<file path="src/rtl/stream_prefetch_buf.sv">
module stream_prefetch_buf #(
  parameter int DEPTH = 4,
  parameter int LAW   = 26,
  parameter int DW    = 64
) (
  input  logic           clk,
  input  logic           rst_n,
  input  logic           lk_valid,
  input  logic           lk_cmiss,
  input  logic [LAW-1:0] lk_addr,
  output logic           lk_hit,
  output logic           lk_stall,
  output logic           dl_valid,
  output logic [LAW-1:0] dl_addr,
  output logic [DW-1:0]  dl_data,
  output logic           rq_valid,
  input  logic           rq_ready,
  output logic [LAW-1:0] rq_addr,
  input  logic           fl_valid,
  input  logic [DW-1:0]  fl_data
);
  localparam int PW = (DEPTH > 1) ? $clog2(DEPTH) : 1;
  localparam int CW = $clog2(DEPTH + 1);
  localparam int SW = CW + 4;

  logic           act;
  logic [LAW-1:0] head_a;
  logic [PW-1:0]  rd_p;
  logic [CW-1:0]  n_iss, n_fill;
  logic [SW-1:0]  stale;
  logic [DW-1:0]  mem [DEPTH];

  logic lk_go, head_m, flush, rq_fire, f_stale, f_live;
  logic [PW-1:0] wr_p;

  assign lk_go    = lk_valid & lk_cmiss;
  assign head_m   = act & (lk_addr == head_a);
  assign lk_hit   = lk_go & head_m & (n_fill != '0);
  assign lk_stall = lk_go & head_m & (n_fill == '0);
  assign flush    = lk_go & ~head_m;

  assign rq_valid = act & (n_iss < CW'(DEPTH));
  assign rq_addr  = head_a + LAW'(n_iss);
  assign rq_fire  = rq_valid & rq_ready;

  assign f_stale  = fl_valid & (stale != '0);
  assign f_live   = fl_valid & (stale == '0);
  assign wr_p     = rd_p + PW'(n_fill);

  always_ff @(posedge clk) begin
    if (!rst_n) begin
      act    <= 1'b0;
      head_a <= '0;
      rd_p   <= '0;
      n_iss  <= '0;
      n_fill <= '0;
      stale  <= '0;
    end else if (flush) begin
      act    <= 1'b1;
      head_a <= lk_addr + LAW'(1);
      rd_p   <= '0;
      n_iss  <= '0;
      n_fill <= '0;
      stale  <= stale - SW'(f_stale) + SW'(n_iss) - SW'(n_fill)
                - SW'(f_live) + SW'(rq_fire);
    end else begin
      stale  <= stale - SW'(f_stale);
      n_iss  <= n_iss + CW'(rq_fire) - CW'(lk_hit);
      n_fill <= n_fill + CW'(f_live) - CW'(lk_hit);
      if (lk_hit) begin
        head_a <= head_a + LAW'(1);
        rd_p   <= rd_p + PW'(1);
      end
    end
  end

  always_ff @(posedge clk) begin
    if (f_live && !flush)
      mem[wr_p] <= fl_data;
  end

  always_ff @(posedge clk) begin
    if (!rst_n) begin
      dl_valid <= 1'b0;
      dl_addr  <= '0;
      dl_data  <= '0;
    end else begin
      dl_valid <= lk_hit;
      if (lk_hit) begin
        dl_addr <= head_a;
        dl_data <= mem[rd_p];
      end
    end
  end
endmodule

</file>
<file path="config.mk">
export PLATFORM = sky130hd
export DESIGN_NAME = stream_prefetch_buf
export DESIGN_NICKNAME = d
export VERILOG_FILES = /design/src/rtl/stream_prefetch_buf.sv
export SDC_FILE = /design/constraint.sdc
export NUM_CORES = 1
export LEC_CHECK = 0
export ABC_AREA = 1
export ABC_CLOCK_PERIOD_IN_PS = 5800
export BUFFER_PORTS_ARGS = -buffer_cell sky130_fd_sc_hd__buf_2
export CORE_MARGIN = 2
export CORE_UTILIZATION = 58
export CTS_CLUSTER_DIAMETER = 100
export DETAILED_ROUTE_END_ITERATION = 10
export HOLD_SLACK_MARGIN = 0.12
export PLACE_DENSITY = 0.9
export SLEW_MARGIN = 20
export SYNTH_ARGS = -nofsm -noshare
export SYNTH_HDL_FRONTEND = slang
export SYNTH_SLANG_ARGS = --single-unit
export TNS_END_PERCENT = 30
</file>
<file path="constraint.sdc">
create_clock -name clk -period 5.8 [get_ports clk]
set_clock_uncertainty 0.15 [all_clocks]
set_input_delay 0.29 -clock clk [delete_from_list [all_inputs] [get_ports clk]]
set_output_delay 0.29 -clock clk [all_outputs]
set_load 0.005 [all_outputs]
</file>
==> results of run 1 <==
per-layer routing:
| layer | track usage | wire length, um |
|---|---|---|
| met5 | 0 | 0 |
| met4 | 0.125 | 1910 |
| met3 | 0.0563 | 4950 |
| met2 | 0.528 | 24000 |
| met1 | 0.392 | 17500 |
path summary, 6_finish.rpt:
check / endpoint / slack (ps)
hold / removal: head_a[8]$_SDFFE_PN0P_ / 140
setup / recovery: n_iss[2]$_SDFF_PP0_ / 1270
hold reg to reg: dl_data[38]$_SDFFE_PN0P_ / 300
setup reg to reg: n_iss[2]$_SDFF_PP0_ / 1270
cells by family (layout without fill, tap and decap cells):
group | Yosys count | after routing | share of synthesized area
AO/OA/AOI/OAI | 431 | 431 | 0.133
flip-flops | 389 | 389 | 0.606
buffers and inverters | 312 | 591 | 0.0719
AND/OR/NAND/NOR | 573 | 573 | 0.144
XOR/XNOR | 43 | 43 | 0.0221
adder cells (fa/ha/maj) | 27 | 27 | 0.0233
power groups by stage:
| stage | combinational [W] | clock [W] | sequential (W) |
|---|---|---|---|
| global placement | 0.000874 | 0 | 0.00320 |
| detailed placement | 0.000926 | 0 | 0.00321 |
| CTS | 0.000985 | 0.00252 | 0.00315 |
| global route | 0.00113 | 0.00267 | 0.00317 |
| floorplan | 0.000663 | 0 | 0.00321 |
| finish | 0.00102 | 0.00254 | 0.00316 |
registers in the layout, indices dropped and copies added (netlist names):
register	cells
dl_data	64
head_a	26
stale	7
n_fill	3
mem	256
dl_valid	1
dl_addr	26
rd_p	2
n_iss	3
act	1
cells in the final DEF (no fill, tap or decap), types with 7 or more instances in the layout:
cell             n
clkinv_1         8
nor2_4           9
nor2_2           8
clkbuf_1        10
inv_1          206
inv_2            9
a21oi_1        107
o22ai_1         65
nand2_2         18
dlygate4sd3_1   69
fa_1             8
nand2_1        223
buf_2          214
nor4_1           7
nor3_1          11
ha_1            19
xor2_1          32
buf_4           11
nand4_1         10
xnor2_1         11
nand3_1         75
nor2_1         202
edfxtp_1       256
dfxtp_1        131
o21ai_0        245
clkbuf_16       40
worst reg2reg max path: stages, from the launching register on:
cell and delay [ps]:
dfxtp_1 400, inv_1 130, nand2_1 120, nand2_1 60
nor4_1 310, nand4_1 160, nor4_1 480, nand3_4 490
inv_1 810, ha_1 250, inv_1 40, ha_1 180
fa_1 390, xnor2_1 200, xor2_1 170, nor2_1 60
final cells by class:
class	instances	area [um^2]
inverter	221	833
fill	1942	8450
sequential	389	10400
timing repair buffer	298	1920
clock buffer	50	1040
multi-input combinational	1074	5540
clock inverter	22	238
tap	384	480
stage by stage:
stage	util	std cells	power, W	area [um^2]	hold WS (ps)
after floorplan	-	1775	0.00387	17100	239
after global placement	0.639	2297	0.00408	18400	280
after detailed placement	0.639	2297	0.00414	18400	286
after CTS	0.707	2438	0.00666	20400	124
after global routing	0.707	2438	0.00696	20400	185
final	0.707	2438	0.00673	20400	141
==> flow_metrics.tcl, run 1 <==
set metrics [dict create \
    timing.final.crit_share 0.781 \
    antenna_cells 0 \
    cts_tree "yes" \
    io_pins 216 \
    drt-initial-drc-count 1828 \
    period_needed_ps 4530 \
    grt_max_degree 109 \
    syn_inst 1775 \
    holdCritPathClass "in2reg" \
    cts_buffer_depth 3 \
    synthArstFlopShare 0 \
    p_int_w 0.00495 \
    synth-main-ff-cell "edfxtp_1" \
    post-dp-hpwl_um 28700 \
    hold_start "lk_addr[8]" \
    antenna_found_initial 0 \
    clock_latency_ps 540 \
    fin_ws_ps 1270 \
    max_freq_mhz 221 \
    initial_core_util 0.592 \
    syn_nets 1898 \
    htree_levels 2 \
    numCtsBuffers 39 \
    crit_slowest_cell "inv_1" \
    slew_headroom 0.275 \
    cp.arrival_ps 4800 \
    holdPathStages 6 \
    p_sw_w 0.00178 \
    critPathRequiredTime_ps 6070 \
    yosysTopAreaCellShare 0.450 \
    clock-sinks 389 \
    path_class "reg2reg" \
    maxSlewViolCount 0 \
    synth_area_per_cell_um2 9.62 \
    routedWlPerCell_um 19.8 \
    yosysMostFrequentCell "edfxtp_1" \
    hold_viol_final 0 \
    grt_usage 0.309 \
    dp_slack_ps 1390 \
    place_congestion 1.00 \
    seq_area_frac_synth 0.606 \
    drtAntennaViolNets 0 \
    drc_errors 0 \
    crit_chain "inv_1, nand2_1, nand2_1, nor4_1, nand4_1, nor4_1, nand3_4, inv_1, ha_1, inv_1, ha_1, fa_1, xnor2_1, xor2_1, nor2_1" \
    clock_power_share 0.378 \
    synth_area_um2 17100 \
    final.setup.tns_ps 0 \
    p_seq_frac 0.470 \
    synth-seq-cells 389 \
    status "complete, no violations" \
    slowest_delay_ps 790 \
    worst_path_most_repeated_cell "inv_1" \
    end_kind "flop" \
    cts_setup_buffers 0 \
    gr-total-overflow 0 \
    drive_above_1_share 0.167 \
    cts.clk_slew.worst_paths_ps 70 \
    power_leakage_nw 8.25 \
    cap_violations 0 \
    cts_resized 0 \
    drt-total-wl_um 48400 \
    firstDrtPassIters 5 \
    cp.depth 15 \
    ys_types 44 \
    regToRegStartpoint "head_a[19]$_SDFFE_PN0P_" \
    crit_start "head_a[19]$_SDFFE_PN0P_" \
    vdd_drop_max_mv 0.382 \
    rsz0062_at_grt "false" \
    powerDensity_nw_per_um2 330 \
    synth_edf_count 256 \
    nets 2146 \
    combPwrFrac 0.152 \
    synth_top_area_cell "edfxtp_1" \
    tightest_slew_ps 1090 \
    fp.dieH_um 176 \
    reg2reg_depth 15 \
    path_max_fanout 36 \
    setup_viol 0 \
    die_area_um2 30800 \
    crit_family "simple AND/OR/NAND/NOR gates" \
    cp_num_buf_inv 3 \
    cts_hold_repair.buffers 69 \
    avgViaCountPerCell 5.87 \
    cp-start-kind "flop" \
    ys_warn_count 0 \
    yosys-top-cells-count "edfxtp_1 (256), o21ai_0 (245), nand2_1 (223)" \
    switching_share 0.265 \
    grt_pass1_vias 14000 \
    grt_first_pass_wirelength_um 75000 \
    rows 62 \
    dieWidth_um 176 \
    core_area_um2 28900 \
    synthTopCellsByArea "edfxtp_1 (45%), dfxtp_1 (16%), o21ai_0 (7.2%)" \
    syn2layout_area_growth_pct 19.5 \
    route.vias.total 14300 \
    io_buffers 215 \
    root_buffer "clkbuf_16" \
]
No activity file was read; power rests on OpenSTA's default activity.
==> inputs of run 2 (changes only) <==
Settings changed: ABC_AREA 1 to 0, ABC_CLOCK_PERIOD_IN_PS 5800 to 3950, CORE_UTILIZATION 58 to 52, PLACE_DENSITY 0.9 to 0.86.
Clock period 5.8 ns to 3.95 ns, I/O delays scaled along.
==> run 2 against run 1 <==
Compared with the run above:
- the flow now finishes with violations (setup timing)
- synthesized cell count is 29% lower
- cell count is 17% lower
- design area is 0.50% higher
- clock power is 39% higher
- maximum frequency is 13% higher
- total power is 47% higher
- non-clock buffer count is 83 higher
- critical endpoint is now stale[6]$_SDFF_PN0_
==> flow_metrics.tcl, run 2 <==
set metrics [dict create \
    status "finished, violations left" \
    violations "setup timing" \
    die_area_um2 32800 \
    antenna_found_initial 1 \
    cap_violations 0 \
    routedWlPerCell_um 21.1 \
    htree_levels 2 \
    power_leakage_nw 7.46 \
    vdd_drop_max_mv 0.442 \
    path_class "reg2reg" \
    grt_usage 0.260 \
    root_buffer "clkbuf_16" \
    rows 64 \
    synth_area_per_cell_um2 12.9 \
    max_freq_mhz 248 \
    setup_viol 1 \
    seq_area_frac_synth 0.634 \
    final_cell_mix "edfxtp_1 (256), nand2_1 (230), buf_2 (215)" \
    yosysTopAreaCellShare 0.471 \
    synth-xor-area-share 0.0563 \
    layout_commonest_cell "edfxtp_1" \
    numCtsBuffers 40 \
    synthTopCellsByArea "edfxtp_1 (47%), dfxtp_1 (16%), mux4_2 (8.8%)" \
    period_needed_ps 4020 \
    slew_headroom 0.244 \
    core_area_um2 30700 \
    synthArstFlopShare 0 \
    drt-total-wl_um 42900 \
    firstDrtPassIters 5 \
    drt-initial-drc-count 867 \
    synth_compound_area_frac 0.0570 \
    holdCritPathClass "in2reg" \
    drtAntennaViolNets 0 \
    gr-total-overflow 0 \
    nets 1727 \
    cts_buffer_depth 3 \
    synthSimpleGateAreaFrac 0.108 \
    syn2layout_area_growth_pct 25.7 \
    critPathRequiredTime_ps 4160 \
    initial_core_util 0.531 \
    dieWidth_um 181 \
    synth-seq-cells 389 \
    ys_types 53 \
    muxShareOfSynthArea 0.0915 \
    synthAdderAreaFrac 0.0244 \
    grt_first_pass_wirelength_um 66400 \
    synth_top_area_cell "edfxtp_1" \
    rsz0062_at_grt "true" \
    fp.dieH_um 181 \
    hold_viol_final 0 \
    grt_max_degree 98 \
    powerDensity_nw_per_um2 481 \
    cts_tree "yes" \
    end_kind "flop" \
    yosysMostFrequentCell "edfxtp_1" \
    cts.clk_slew.worst_paths_ps 60 \
    regMostFlops "mem" \
    io_buffers 215 \
    post-dp-hpwl_um 25600 \
    clock_latency_ps 530 \
    avgViaCountPerCell 5.73 \
    place_congestion 0.976 \
    synth_top_family_by_area "simple AND/OR/NAND/NOR gates" \
    clock-sinks 389 \
    finalPower_w 0.00987 \
    cp.arrival_ps 4240 \
    synth_area_um2 16300 \
    final.setup.tns_ps -74.2 \
    syn_inst 1265 \
    largest_register_ffs 256 \
    grt_pass1_vias 12200 \
    fin_hold_ws_ps 134 \
    route.vias.total 11600 \
    cp-start-kind "flop" \
    fin_util 0.667 \
    drive_above_1_share 0.270 \
    largestRegisters "mem: 256 flops, dl_data: 64 flops" \
    synth_edf_count 256 \
    timing.final.crit_share 1.02 \
    yosys-top-cells-count "edfxtp_1 (256), nand2_1 (232), dfxtp_1 (133)" \
    io_pins 216 \
    fin_ws_ps -74.2 \
    path_max_fanout 2 \
    tightest_slew_ps 1130 \
    maxSlewViolCount 0 \
    syn_nets 1388 \
    ys_warn_count 0 \
    synth-main-ff-cell "edfxtp_1" \
    drc_errors 0 \
]
run 2: logic make-up (layout without fill, tap and decap cells):
group,count (synthesis),after routing
simple gates,396,396
flops,389,389
compound gates,164,164
buf+inv,115,482
xor+xnor,105,105
mux,69,69
fa+ha+maj,27,27
other cells,0,1
run 2: what timing repair did:
| action | in CTS | in global routing |
|---|---|---|
| buffers inserted | 1 | 1 |
| hold buffers | 100 | 0 |
| endpoints found under the setup margin | 3 | 7 |
| endpoints found under the hold margin | 292 | 0 |
| pin swaps | 5 | 9 |
| resized for setup | 0 | 20 |
run 2: metrics by stage:
stage               worst slack (ps)  instance area (um^2)  std cells
finish                         -74.2                 20500       2029
global route                    -270                 20500       2029
CTS                             -138                 20400       2027
detailed placement              -206                 18200       1856
global placement                -139                 18200       1856
floorplan                      -42.9                 16400       1265
run 2: area by class of cell:
class | instances | area, um^2
tap | 396 | 495
fill | 2097 | 10200
timing repair buffer | 381 | 2640
inverter | 31 | 119
clock buffer | 53 | 1070
sequential | 389 | 10400
antenna | 1 | 2.50
multi-input combinational | 761 | 5680
clock inverter | 17 | 143
run 2: final timing paths:
check / slack [ps] / cells after the start / from / endpoint
max reg2reg: -70 / 17 / stale[5]$_SDFF_PN0_ / stale[6]$_SDFF_PN0_
min: 130 / 6 / lk_addr[1] / head_a[1]$_SDFFE_PN0P_
max: -70 / 17 / stale[5]$_SDFF_PN0_ / stale[6]$_SDFF_PN0_
min reg2reg: 290 / 2 / dl_data[0]$_SDFFE_PN0P_ / dl_data[0]$_SDFFE_PN0P_
run 2: per-layer routing:
metal  vias to the layer above  routed length (um)  GRT usage
li1                       5233                   -          -
met1                      5776               16700      0.321
met2                       543               21700      0.463
met3                        67                3500     0.0510
met4                         0                 912     0.0813
met5                         -                   0          0
run 2: worst max-delay path, cell delays in order (launching register included):
cell and delay (ps):
dfxtp_2 320, or4_4 550, nor4_4 180, nand2_2 110, inv_2 80, fa_1 430, fa_1 530, fa_2 210
inv_2 50, fa_2 340, a21o_1 170, a21oi_2 140, o21bai_1 100, a21oi_2 140, xnor2_1 120, nand2_1 80
xnor2_1 130, nor2_1 50
run 2: where the power goes:
part / switching, W / internal (W) / total [W]
Combinational: 0.000856 / 0.000863 / 0.00172
Clock: 0.00156 / 0.00198 / 0.00354
Sequential: 0.0000749 / 0.00454 / 0.00462
Total: 0.00249 / 0.00739 / 0.00987
==> inputs of run 3 (changes only) <==
Settings changed: CTS_BUF_LIST set to sky130_fd_sc_hd__clkbuf_16.
==> run 3 against run 2 <==
Compared with the run above:
- the run still ends with setup timing left
- via count increased by 0.20%
- total power decreased by 0.31%
- global-route usage did not move
- non-clock buffer count stayed put
- hold slack improved by 1.1 ps
- maximum frequency about the same
- design area unchanged
- clock-buffer cell count fell by 12
- core utilization is the same
- clock power is essentially flat
- first-iteration DRC count increased by 2.7%
- flip-flop and latch count is the same
- critical path type unchanged
- largest cell class unchanged
- largest power group unchanged
- highest routed layer unchanged
==> flow_metrics.tcl, run 3 (same netlist as run 2, synthesis figures left out) <==
set metrics [dict create \
    critPathRequiredTime_ps 4170 \
    fin_ws_ps -74.4 \
    cts.clk_slew.worst_paths_ps 60 \
    regMostFlops "mem" \
    crit_chain "or4_4, nor4_4, nand2_2, inv_2, fa_1, fa_1, fa_2, inv_2, fa_2, a21o_1, a21oi_2, o21bai_1, a21oi_2, xnor2_1, nand2_1, xnor2_1, nor2_1" \
    max_freq_mhz 248 \
    crit_start "stale[5]$_SDFF_PN0_" \
    route.vias.total 11600 \
    final_area_um2 20500 \
    setup_viol 1 \
    layout_commonest_cell "edfxtp_1" \
    period_needed_ps 4020 \
    avgViaCountPerCell 5.74 \
    drive_above_1_share 0.270 \
    holdCritPathClass "in2reg" \
    p_seq_frac 0.469 \
    tightest_slew_ps 1130 \
    cts_tree "yes" \
    rows 64 \
    io_buffers 215 \
    core_area_um2 30700 \
    drt-total-wl_um 42900 \
    nFillCells 2097 \
    rsz0062_at_grt "true" \
    cts_buffer_depth 3 \
    path_max_fanout 2 \
    p_int_w 0.00736 \
    largest_register_ffs 256 \
    crit_end "stale[6]$_SDFF_PN0_" \
    cp.arrival_ps 4240 \
    routedWlPerCell_um 21.1 \
    finalPower_w 0.00984 \
    regToRegStartpoint "stale[5]$_SDFF_PN0_" \
    cp-start-kind "flop" \
    root_buffer "clkbuf_16" \
    antenna_found_initial 1 \
    power_leakage_nw 7.51 \
    syn2layout_area_growth_pct 25.7 \
    htree_levels 2 \
    post-dp-hpwl_um 25600 \
    grt_first_pass_wirelength_um 66400 \
    timing.final.crit_share 1.02 \
    cap_violations 0 \
    combPwrFrac 0.175 \
    fp.dieH_um 181 \
    dpl_cell_area_um2 18200 \
    clock-sinks 389 \
    grt_max_degree 98 \
    clock_latency_ps 530 \
    grt_usage 0.260 \
    clock_power_share 0.356 \
    path_class "reg2reg" \
    initial_core_util 0.531 \
    maxSlewViolCount 0 \
    powerDensity_nw_per_um2 480 \
    gr-total-overflow 0 \
    status "finished, violations left" \
    r2r_end "stale[6]$_SDFF_PN0_" \
    drc_errors 0 \
    fin_util 0.667 \
    drt-initial-drc-count 890 \
    reg2reg_depth 17 \
    place_congestion 0.976 \
    dieWidth_um 181 \
    violations "setup timing" \
    io_pins 216 \
    vdd_drop_max_mv 0.443 \
    final_cell_mix "edfxtp_1 (256), nand2_1 (230), buf_2 (215)" \
    end_kind "flop" \
    r2r_slack_ps -70 \
    p_sw_w 0.00249 \
    numCtsBuffers 40 \
    die_area_um2 32800 \
    switching_share 0.253 \
    grt_pass1_vias 12200 \
    hold_viol_final 0 \
    slowest_delay_ps 550 \
    crit_slowest_cell "or4_4" \
    drtAntennaViolNets 0 \
    nets 1727 \
    firstDrtPassIters 5 \
    slew_headroom 0.246 \
    largestRegisters "mem: 256 flops, dl_data: 64 flops" \
]
## run 3: how the worst min path moves through the flow
| stage | cells past startpoint | slack [ps] | endpoint | start |
|---|---|---|---|---|
| 6_report | 6 | 140 | head_a[1]$_SDFFE_PN0P_ | lk_addr[1] |
| 5_1_grt | 6 | 190 | head_a[1]$_SDFFE_PN0P_ | lk_addr[1] |
| 4_1_cts | 6 | 130 | head_a[1]$_SDFFE_PN0P_ | lk_addr[1] |
| 3_5_place_dp | 1 | 260 | mem[1][0]$_DFFE_PP_ | fl_data[0] |
| 3_3_place_gp | 1 | 260 | mem[2][51]$_DFFE_PP_ | fl_data[51] |
| 2_1_floorplan | 0 | 150 | mem[0][0]$_DFFE_PP_ | fl_data[0] |
## run 3: stage by stage
stage / hold slack [ps] / cells / setup WS [ps] / setup TNS, ps
CTS: 126 / 2027 / -138 / -169
global route: 194 / 2029 / -270 / -574
floorplan: 146 / 1265 / -42.9 / -2780
finish: 136 / 2029 / -74.4 / -74.4
global placement: 258 / 1856 / -139 / -139
detailed placement: 264 / 1856 / -206 / -378
## run 3: critical path: cells and delay by family (launching register included)
| family | cells | cell delay (ps) |
|---|---|---|
| simple gates | 5 | 970 |
| flops | 1 | 320 |
| fa+ha+maj | 4 | 1510 |
| buf+inv | 2 | 130 |
| xor+xnor | 2 | 250 |
| compound gates | 4 | 550 |
## run 3: layout make-up
cell class / count / area, um^2 / area share
flip-flops and latches: 389 / 10400 / 0.505
multi-input cells: 761 / 5680 / 0.277
repair buffers: 381 / 2640 / 0.128
clock buffers: 41 / 1030 / 0.0500
well taps: 396 / 495 / 0.0242
clock inverters: 29 / 188 / 0.00915
inverters: 31 / 119 / 0.00579
diodes: 1 / 2.50 / 0.000122
## run 3: power by group through the flow
| stage | Clock [W] | Sequential (W) | Combinational, W |
|---|---|---|---|
| 2_1_floorplan | 0 | 0.00468 | 0.00105 |
| 3_3_place_gp | 0 | 0.00468 | 0.00145 |
| 3_5_place_dp | 0 | 0.00470 | 0.00150 |
| 4_1_cts | 0.00355 | 0.00461 | 0.00159 |
| 5_1_grt | 0.00372 | 0.00463 | 0.00187 |
| 6_report | 0.00351 | 0.00462 | 0.00172 |
## run 3: routing by layer
| layer | up-vias | share of wire | GRT usage | wire, um |
|---|---|---|---|---|
| li1 | 5232 | - | - | - |
| met1 | 5781 | 0.39 | 0.321 | 16700 |
| met2 | 556 | 0.51 | 0.463 | 21800 |
| met3 | 73 | 0.083 | 0.0510 | 3550 |
| met4 | 0 | 0.021 | 0.0813 | 895 |
| met5 | - | 0 | 0 | 0 |
## run 3: what timing repair did
action,in CTS,in global routing
endpoints found under the setup margin,3,7
endpoints found under the hold margin,292,0
pin swaps,5,9
resized for setup,0,20
hold buffers,100,0
setup buffers,1,1
